**src/rtl/vb_pkg.sv**
```systemverilog
// Package: default geometry shared by the voice buffer modules and its checker.
// Assumes: one word per voice; a word is {scale one-hot, mantissa}.
package vb_pkg;
    localparam int VB_VOICES    = 16;  // loop depth, one stage per voice
    localparam int VB_SAMPLE_W  = 15;  // incoming two's-complement sample width
    localparam int VB_MANT_W    = 12;  // stored mantissa width
    localparam int VB_SCALE_W   = 4;   // one-hot scale lines (shift 0..3)
    localparam int VB_KEEP_SIGN = 2;   // sign copies always kept after shifting
    localparam int VB_PIPE_LAT  = 3;   // clocks from sample to loop-head write
    localparam int VB_EARLY     = 3;   // early tap lead over the loop exit
endpackage

```
**src/rtl/vb_shift_decide.sv**
```systemverilog
// Module: vb_shift_decide
// Counts how many top probe bits repeat the sign bit and turns the count
// into a left-shift amount that leaves KEEP_SIGN sign copies. The result
// is ready LAT clocks after the probe bits are presented.
// Assumes: PROBE_W = (max shift) + KEEP_SIGN, LAT >= 2.
module vb_shift_decide #(
    parameter int PROBE_W   = 5,
    parameter int KEEP_SIGN = 2,
    parameter int SHAMT_W   = 2,
    parameter int LAT       = 2
) (
    input  logic               clk,
    input  logic               rst_n,
    input  logic [PROBE_W-1:0] probe,
    output logic [SHAMT_W-1:0] shamt
);
    localparam int DLY_N = LAT - 1;

    logic [PROBE_W-1:0] probe_q;
    logic [SHAMT_W-1:0] sh_q [DLY_N];

    // Leading sign-matching bit count, mapped to a shift amount.
    function automatic logic [SHAMT_W-1:0] pick_shift(input logic [PROBE_W-1:0] p);
        int   lead;
        logic run;
        lead = 1;
        run  = 1'b1;
        for (int i = PROBE_W - 2; i >= 0; i--) begin
            if (run && (p[i] == p[PROBE_W-1])) lead++;
            else run = 1'b0;
        end
        if (lead > KEEP_SIGN) return SHAMT_W'(lead - KEEP_SIGN);
        return '0;
    endfunction

    // Capture the early probe bits.
    always_ff @(posedge clk) begin
        if (!rst_n) probe_q <= '0;
        else        probe_q <= probe;
    end

    // Register the decided shift amount.
    always_ff @(posedge clk) begin
        if (!rst_n) sh_q[0] <= '0;
        else        sh_q[0] <= pick_shift(probe_q);
    end

    // Extra alignment stages when the latency is above the minimum.
    for (genvar g = 1; g < DLY_N; g++) begin : g_dly
        always_ff @(posedge clk) begin
            if (!rst_n) sh_q[g] <= '0;
            else        sh_q[g] <= sh_q[g-1];
        end
    end

    assign shamt = sh_q[DLY_N-1];
endmodule

```
**src/rtl/vb_normalize.sv**
```systemverilog
// Module: vb_normalize
// Delays the full sample to meet the shift decision. It then selects one of
// SCALE_W pre-shifted copies, keeps the top MANT_W bits, and registers the
// packed word {one-hot scale, mantissa}.
// Assumes: shamt arrives aligned with the delayed sample (same DLY).
module vb_normalize #(
    parameter int SAMPLE_W = 15,
    parameter int MANT_W   = 12,
    parameter int SCALE_W  = 4,
    parameter int SHAMT_W  = 2,
    parameter int DLY      = 2,
    parameter int WORD_W   = MANT_W + SCALE_W
) (
    input  logic                clk,
    input  logic                rst_n,
    input  logic [SAMPLE_W-1:0] sample,
    input  logic [SHAMT_W-1:0]  shamt,
    output logic [WORD_W-1:0]   word
);
    logic [SAMPLE_W-1:0] smp_d [DLY];
    logic [SAMPLE_W-1:0] cand  [SCALE_W];
    logic [MANT_W-1:0]   mant;
    logic [SCALE_W-1:0]  scale;

    // First stage of the sample delay line.
    always_ff @(posedge clk) begin
        if (!rst_n) smp_d[0] <= '0;
        else        smp_d[0] <= sample;
    end

    // Remaining delay stages.
    for (genvar g = 1; g < DLY; g++) begin : g_dly
        always_ff @(posedge clk) begin
            if (!rst_n) smp_d[g] <= '0;
            else        smp_d[g] <= smp_d[g-1];
        end
    end

    // One pre-shifted candidate per scale line.
    for (genvar s = 0; s < SCALE_W; s++) begin : g_cand
        assign cand[s] = smp_d[DLY-1] << s;
    end

    // Select the candidate and the matching scale line.
    always_comb begin
        mant  = cand[shamt][SAMPLE_W-1 -: MANT_W];
        scale = SCALE_W'(1) << shamt;
    end

    // Register the packed word; reset gives zero mantissa at unity scale.
    always_ff @(posedge clk) begin
        if (!rst_n) word <= {SCALE_W'(1), MANT_W'(0)};
        else        word <= {scale, mant};
    end
endmodule

```
**src/rtl/vb_voice_loop.sv**
```systemverilog
// Module: vb_voice_loop
// DEPTH-stage recirculating shift loop. The head stage takes wr_word when
// wr_en is high and the exiting word otherwise. The head, the exit and a tap
// EARLY stages before the exit are brought out.
// Assumes: EARLY < DEPTH - 1.
module vb_voice_loop #(
    parameter int              DEPTH  = 16,
    parameter int              WORD_W = 16,
    parameter int              EARLY  = 3,
    parameter logic [WORD_W-1:0] RST_WORD = '0
) (
    input  logic              clk,
    input  logic              rst_n,
    input  logic              wr_en,
    input  logic [WORD_W-1:0] wr_word,
    output logic [WORD_W-1:0] head_word,
    output logic [WORD_W-1:0] exit_word,
    output logic [WORD_W-1:0] early_word
);
    logic [WORD_W-1:0] stage [DEPTH];

    // Head stage: load a new word or recirculate the exit.
    always_ff @(posedge clk) begin
        if (!rst_n)     stage[0] <= RST_WORD;
        else if (wr_en) stage[0] <= wr_word;
        else            stage[0] <= stage[DEPTH-1];
    end

    // Body stages: advance one position per clock.
    for (genvar g = 1; g < DEPTH; g++) begin : g_stage
        always_ff @(posedge clk) begin
            if (!rst_n) stage[g] <= RST_WORD;
            else        stage[g] <= stage[g-1];
        end
    end

    assign head_word  = stage[0];
    assign exit_word  = stage[DEPTH-1];
    assign early_word = stage[DEPTH-1-EARLY];
endmodule

```
**src/rtl/voice_out_buffer.sv**
```systemverilog
// Module: voice_out_buffer (top)
// Normalizes each loaded 15-bit sample into {one-hot scale, 12-bit mantissa}
// and stores it in a 16-slot recirculating voice loop. The shift decision
// runs on the top sample bits taken ahead of the delayed main path.
// Assumes: the caller times smp_load to the slot it intends to fill.
module voice_out_buffer
    import vb_pkg::*;
#(
    parameter int VOICES    = VB_VOICES,
    parameter int SAMPLE_W  = VB_SAMPLE_W,
    parameter int MANT_W    = VB_MANT_W,
    parameter int SCALE_W   = VB_SCALE_W,
    parameter int KEEP_SIGN = VB_KEEP_SIGN,
    parameter int PIPE_LAT  = VB_PIPE_LAT,
    parameter int EARLY     = VB_EARLY
) (
    input  logic                        clk,
    input  logic                        rst_n,
    input  logic [SAMPLE_W-1:0]         smp_in,
    input  logic                        smp_load,
    output logic [MANT_W+SCALE_W-1:0]   loop_out,
    output logic [MANT_W+SCALE_W-1:0]   early_out
);
    localparam int WORD_W   = MANT_W + SCALE_W;
    localparam int MAX_SH   = SCALE_W - 1;
    localparam int PROBE_W  = MAX_SH + KEEP_SIGN;
    localparam int SHAMT_W  = (SCALE_W > 1) ? $clog2(SCALE_W) : 1;
    localparam int DEC_LAT  = PIPE_LAT - 1;
    localparam logic [WORD_W-1:0] RST_WORD = {SCALE_W'(1), MANT_W'(0)};

    logic [SHAMT_W-1:0] shamt;
    logic [WORD_W-1:0]  write_word;
    logic [WORD_W-1:0]  head_word;
    logic               write_en;
    logic               load_q [PIPE_LAT];

    // Shift decision from the early probe bits.
    vb_shift_decide #(
        .PROBE_W(PROBE_W), .KEEP_SIGN(KEEP_SIGN), .SHAMT_W(SHAMT_W), .LAT(DEC_LAT)
    ) u_decide (
        .clk(clk), .rst_n(rst_n),
        .probe(smp_in[SAMPLE_W-1 -: PROBE_W]),
        .shamt(shamt)
    );

    // Delayed main path and shifter.
    vb_normalize #(
        .SAMPLE_W(SAMPLE_W), .MANT_W(MANT_W), .SCALE_W(SCALE_W),
        .SHAMT_W(SHAMT_W), .DLY(DEC_LAT)
    ) u_norm (
        .clk(clk), .rst_n(rst_n),
        .sample(smp_in), .shamt(shamt), .word(write_word)
    );

    // First stage of the load strobe alignment.
    always_ff @(posedge clk) begin
        if (!rst_n) load_q[0] <= 1'b0;
        else        load_q[0] <= smp_load;
    end

    // Remaining load strobe stages, matching the word path.
    for (genvar g = 1; g < PIPE_LAT; g++) begin : g_load
        always_ff @(posedge clk) begin
            if (!rst_n) load_q[g] <= 1'b0;
            else        load_q[g] <= load_q[g-1];
        end
    end

    assign write_en = load_q[PIPE_LAT-1];

    // Recirculating voice storage.
    vb_voice_loop #(
        .DEPTH(VOICES), .WORD_W(WORD_W), .EARLY(EARLY), .RST_WORD(RST_WORD)
    ) u_loop (
        .clk(clk), .rst_n(rst_n),
        .wr_en(write_en), .wr_word(write_word),
        .head_word(head_word), .exit_word(loop_out), .early_word(early_out)
    );
endmodule

```
**config.mk**
```make
export PLATFORM = sky130hd
export DESIGN_NAME = voice_out_buffer
export DESIGN_NICKNAME = d
export VERILOG_FILES = /design/src/rtl/vb_pkg.sv /design/src/rtl/vb_shift_decide.sv /design/src/rtl/vb_normalize.sv /design/src/rtl/vb_voice_loop.sv /design/src/rtl/voice_out_buffer.sv
export SDC_FILE = /design/constraint.sdc
export NUM_CORES = 1
export LEC_CHECK = 0
export ABC_AREA = 0
export BUFFER_PORTS_ARGS = -buffer_cell sky130_fd_sc_hd__buf_2
export CAP_MARGIN = 20
export CORE_ASPECT_RATIO = 0.5
export CORE_MARGIN = 2
export CORE_UTILIZATION = 58
export CTS_BUF_LIST = sky130_fd_sc_hd__clkbuf_16
export CTS_CLUSTER_DIAMETER = 80
export DETAILED_ROUTE_END_ITERATION = 8
export GPL_TIMING_DRIVEN = 0
export PLACE_DENSITY = 0.81
export SLEW_MARGIN = 15
export SYNTH_ARGS = -nofsm -noshare
export SYNTH_HDL_FRONTEND = slang
export SYNTH_SLANG_ARGS = --single-unit
```
**constraint.sdc**
```tcl
create_clock -name clk -period 1.6 [get_ports clk]
set_input_delay 0 -clock clk [delete_from_list [all_inputs] [get_ports clk]]
set_output_delay 0 -clock clk [all_outputs]
set_load 0.01 [all_outputs]
```
After elaboration in Yosys (flattened, before gate mapping)
Memory sizes are Yosys's and may differ from the RTL's.
Index checks and enable logic that the tools add are counted.
{ "classes": {"n_addsub": 4, "n_mul": 0, "div": 0, "magnitude_cmp": 2, "eq_ne": 4, "shifts": 1, "n_mux": 54, "bitwise_logic": 23, "reduce_logical": 4} }
{ "ops": {"columns": ["op", "count"], "rows": [
  ["2-to-1 mux 16 bit", 17],
  ["2-to-1 mux 32 bit", 7],
  ["adder 32 x 2 -> 32 bit (second input constant)", 3],
  ["2-to-1 mux 15 bit", 4],
  ["greater-than comparator 32 x 3 -> 1 bit (second input constant)", 1],
  ["binary-select mux 15 bit (select 2 bit)", 1],
  ["OR 1 bit", 22],
  ["2-to-1 mux 1 bit", 20],
  ["2-to-1 mux 2 bit", 5],
  ["equality test 1 bit", 4],
  ["<< shifter 1 x 2 -> 4 bit (first input constant)", 1],
  [">= comparator 3 bit (second input constant)", 1],
  ["logical AND 1 bit", 3],
  ["inverter 2 -> 3 bit", 1],
  ["OR reduction 2 bit", 1],
  ["subtractor 2 bit (second input constant)", 1]
]} }
{ "totals": {"regBits": 21, "latchBits": 0, "mem_bits_rw": 291, "mem_bits_ro": 0, "out_inout_bits": 32, "word_cells": 98, "memories": 4} }
{ "memory_table": {"columns": ["name", "depth", "width", "rd", "rd_ports_with_merged_regs", "write_ports", "line", "source"], "rows": [
  ["u_loop.stage", 16, 16, 16, 0, 16, "vb_voice_loop.sv:20", "logic [WORD_W-1:0] stage [DEPTH];"],
  ["u_norm.smp_d", 2, 15, 2, 0, 2, "vb_normalize.sv:20", "logic [SAMPLE_W-1:0] smp_d [DLY];"],
  ["load_q", 3, 1, 3, 0, 3, "voice_out_buffer.sv:35", "logic load_q [PIPE_LAT];"],
  ["u_decide.sh_q", 1, 2, 1, 0, 1, "vb_shift_decide.sv:20", "logic [SHAMT_W-1:0] sh_q [DLY_N];"]
]} }

Depth between registers and ports, before layout
{ "logic_depth": {"word_depth": 18, "ltp_mapped": 5} }

Modules after synthesis
From an unflattened synthesis, not the netlist that was laid out.
{ "unflattened": {"cells_unflattened": 748, "hier_area_um2": 9307.7} }
{ "modules_own_cells": {"columns": ["module", "instances", "cells_each", "area_per_inst_um2", "seq_area_each_um2"], "rows": [
  ["vb_voice_loop", 1, 607, 7598.5, 5285.1],
  ["vb_normalize", 1, 116, 1406.3, 920.9],
  ["vb_shift_decide", 1, 19, 224.0, 140.1],
  ["voice_out_buffer", 1, 6, 78.8, 60.1]
]} }

Least setup slack after synthesis
No wires, ideal clock.
{ "synth_path": {"kind": "register -> register", "from": "memory load_q[2]", "to": "memory u_loop.stage[0][12] (data pin)", "setup_time_ns": 0.263, "arrival_ns": 0.876, "required_time_ns": 1.337, "slack_ns": 0.461, "stages_incl_launch_ff": 5, "n_path_buf": 2, "path_cell_list": "dfxtp_1 > buf_4 > buf_4 > mux2i_1 > nand2_1"} }
{ "synth_rtl": {"columns": ["item", "line"], "rows": [
  ["from (decl)", "voice_out_buffer.sv:35"],
  ["to (decl)", "vb_voice_loop.sv:20"]
]} }

==> run_results.csv <==
group,metric,value,unit
placement,gp_congestion,0.8201,
logic_synthesis,synthMuxAreaShare,3.431,%
pwr,vdd.ir_drop.worst,0.0006976,V
sta,setup_viol,0,
global_route,grt_max_degree,17,
logic_synthesis,synth.largest_area_cell,"dfxtp_1",
layout,area_growth,16.28,%
die,die_h,90.87,um
placement,hpwl,10160,um
logic_synthesis,synth_top_family_by_area,"simple AND/OR/NAND/NOR gates",
critical_path,crit_required,1860,ps
clocking,cts_tree,"done",
logic_synthesis,yosysMostFrequentCell,"dfxtp_1",
logic_synthesis,synth-compound-area-share,1.315,%
die,dieArea,0.01615,mm^2
run,max_cap_violations,0,
route,ant_nets,0,
critical_path,crit_path_cell_trace,"buf_4 -> buf_4 -> mux2i_1 -> nor2b_1",
die,coreArea,0.01462,mm^2
pwr,p_total,0.01365,W
clocking,clkSinkCount,307,
route,viasPerCell,4.607,
clocking,cts_max_path_buffers,3,
die,io_pins,50,
global_route,overflow,0,
global_route,grt_pass1_vias,4863,
sta,relSlewSlack,64.22,%
pwr,leakage,4.238,nW
route,wirelength,15750,um
logic_synthesis,async_flop_share,0,%
die,fp-row-count,31,
critical_path,worst_path_max_delay_cell,"dfxtp_1",
sta,final-hold-violation-count,0,
logic_synthesis,synth_edf_count,16,
critical_path,critical_path_class,"flop to flop",
critical_path,crit_path_end_kind,"flop",
logic_synthesis,synthAdderAreaFrac,0,%
worst_hold_path,hp-class,"primary input to flop",
logic_synthesis,synth-seq-cells,307,
critical_path,r2r_slack,200,ps
die,die_w,177.7,um
route,route.detailed.drc,0,
logic_synthesis,avgSynthCellArea,12.65,um^2
placement,portBuffers,48,
clocking,cts_setup_buffers,0,
sta,clock.fmax,714.8,MHz
sta,tightest_slew,536.7,ps
layout,antenna_cells,0,
global_route,grt_first_pass_wirelength,24740,um
clocking,cts_buffers,24,
logic_synthesis,synth.cell_area,0.008753,mm^2
logic_synthesis,synthTopCellsByArea,"dfxtp_1 (67%), and2_1 (18%), edfxtp_1 (5.5%), mux2i_1 (3.4%), clkbuf_1 (1.2%)",
placement,placed_area,0.009298,mm^2
global_route,track_usage,20.22,%
route,avgRoutedWirePerCell,15.59,um
logic_synthesis,synth_cell_types,23,
sta,rsz0062_at_grt,"no",
layout,drive_gt1_share,10.96,%
logic_synthesis,syn_inst,692,
sta,finalCriticalPeriod,1399,ps
logic_synthesis,yosys.area_share.simple,21.11,%
clocking,cts-htree-levels,1,
sta,clock_skew,14.37,ps
critical_path,cp-start-kind,"flop",
logic_synthesis,synth_xor_area_share,0,%
logic_synthesis,ys_seq_area_share,72.04,%
layout,nNetsFinal,816,
logic_synthesis,synth_top_area_share,66.55,%
critical_path,crit_top_cell,"buf_4",
sta,fin_crit_sh,87.44,%
route,drt_iter0_drc,229,
layout,fillers,958,
route,dr.pass1.iters,4,
route,vias,4653,
clocking,clk_pin_slew,70,ps
layout,fin_area,0.01018,mm^2
sta,slew_violations,0,
sta,tns,0,ps
die,start_util,59.86,%
clocking,cts_root_buf,"clkbuf_16",
logic_synthesis,ys_warn_count,0,
clocking,insertion_delay,510,ps
pwr,p_per_area,1341,mW/mm^2
global_route,antenna_found_initial,1,
logic_synthesis,synth-main-ff-cell,"dfxtp_1",
logic_synthesis,ys_top_cells_by_count,"dfxtp_1 (291), and2_1 (257), mux2i_1 (30), clkbuf_1 (29)",
critical_path,crit_fanout,10,
critical_path,critPathArrivalTime,1660,ps
critical_path,slowest_delay,320,ps
status,status,"finished clean",
## logic make-up (layout without fill, tap and decap cells)
| group | count (synthesis) | count (layout) |
|---|---|---|
| DFF | 307 | 307 |
| and+or+nand+nor | 297 | 297 |
| buffers and inverters | 40 | 145 |
| muxes | 30 | 30 |
| AOI/OAI and AO/OA | 17 | 17 |
| other | 1 | 16 |
## per-stage QoR
| stage | setup slack (ps) | hold slack (ps) | instances | util, % |
|---|---|---|---|---|
| 2_1_floorplan | 461.1 | 127.3 | 707 | - |
| 3_3_place_gp | 281.4 | 208.9 | 953 | 63.58 |
| 3_5_place_dp | 259.9 | 211.5 | 953 | 63.58 |
| 4_1_cts | 226.6 | 217.1 | 1010 | 69.61 |
| 5_1_grt | 135.2 | 221.6 | 1010 | 69.61 |
| 6_report | 201.0 | 226.4 | 1010 | 69.61 |
## final cells by class
type / instances / area [um^2] / share of cell area, %
sequential: 307 / 6306 / 61.95
clock inverter: 14 / 60.06 / 0.5900
timing repair buffer: 65 / 410.4 / 4.032
buffer: 39 / 176.4 / 1.733
clock buffer: 26 / 650.6 / 6.392
multi-input combinational: 360 / 2323 / 22.83
tap: 198 / 247.7 / 2.434
inverter: 1 / 3.754 / 0.03688
## report_power, final
part	total (W)	internal (W)	switching [W]
clock	0.00543	0.00291	0.00252
combinational	0.000350	0.000150	0.000200
sequential	0.00787	0.00782	0.0000491
## per-layer routing
| layer | up-vias | part of all wire, % | track usage (%) |
|---|---|---|---|
| li1 | 2352 | - | - |
| met5 | - | 0 | 0 |
| met2 | 84 | 47 | 34.30 |
| met3 | 16 | 6.1 | 4.840 |
| met4 | 0 | 0.90 | 3.825 |
| met1 | 2201 | 46 | 26.56 |
## path summary, 6_finish.rpt
kind / from / end / cells past startpoint
worst max-delay path: load_q[2] / u_loop.stage[0][9] / 4
worst min-delay path: smp_in[12] / u_decide.probe_q[2] / 3
worst max register to register: load_q[2] / u_loop.stage[0][9] / 4
worst min register to register: u_loop.stage[8][12] / u_loop.stage[9][12] / 1
## registers in the layout, summed over array words and instances (netlist names)
register,cells
u_loop.stage,256
u_norm.smp_d,26
u_norm.word,16
u_decide.probe_q,4
load_q,3
u_decide.sh_q,2
## critical path, delay by kind of cell (launching register included)
kind	cells	cell delay [ps]
AND/OR/NAND/NOR	1	90
flip-flops	1	320
multiplexers	1	290
buffers and inverters	2	440
## timing repair
action,in CTS,in global routing
endpoints found under the hold margin,35,0
gates resized for setup,0,0
hold buffers,17,0
## cells in the final DEF (no fill, tap or decap), drive strengths merged
master | synthesis | routed
a2111o | 1 | 1
a21boi | 2 | 2
and2 | 258 | 258
and3 | 1 | 1
buf | 10 | 58
clkbuf | 29 | 55
clkinv | 0 | 4
clkinvlp | 0 | 1
conb | 1 | 16
dfxtp | 291 | 291
dlygate4sd3 | 0 | 17
edfxtp | 16 | 16
inv | 1 | 10
mux2i | 30 | 30
nand2 | 3 | 3
nand2b | 16 | 16
nand4 | 1 | 1
nor2 | 2 | 2
nor2b | 15 | 15
o2111ai | 1 | 1
o21ai | 1 | 1
o22ai | 12 | 12
or4 | 1 | 1
(Power assumes the default switching activity.)
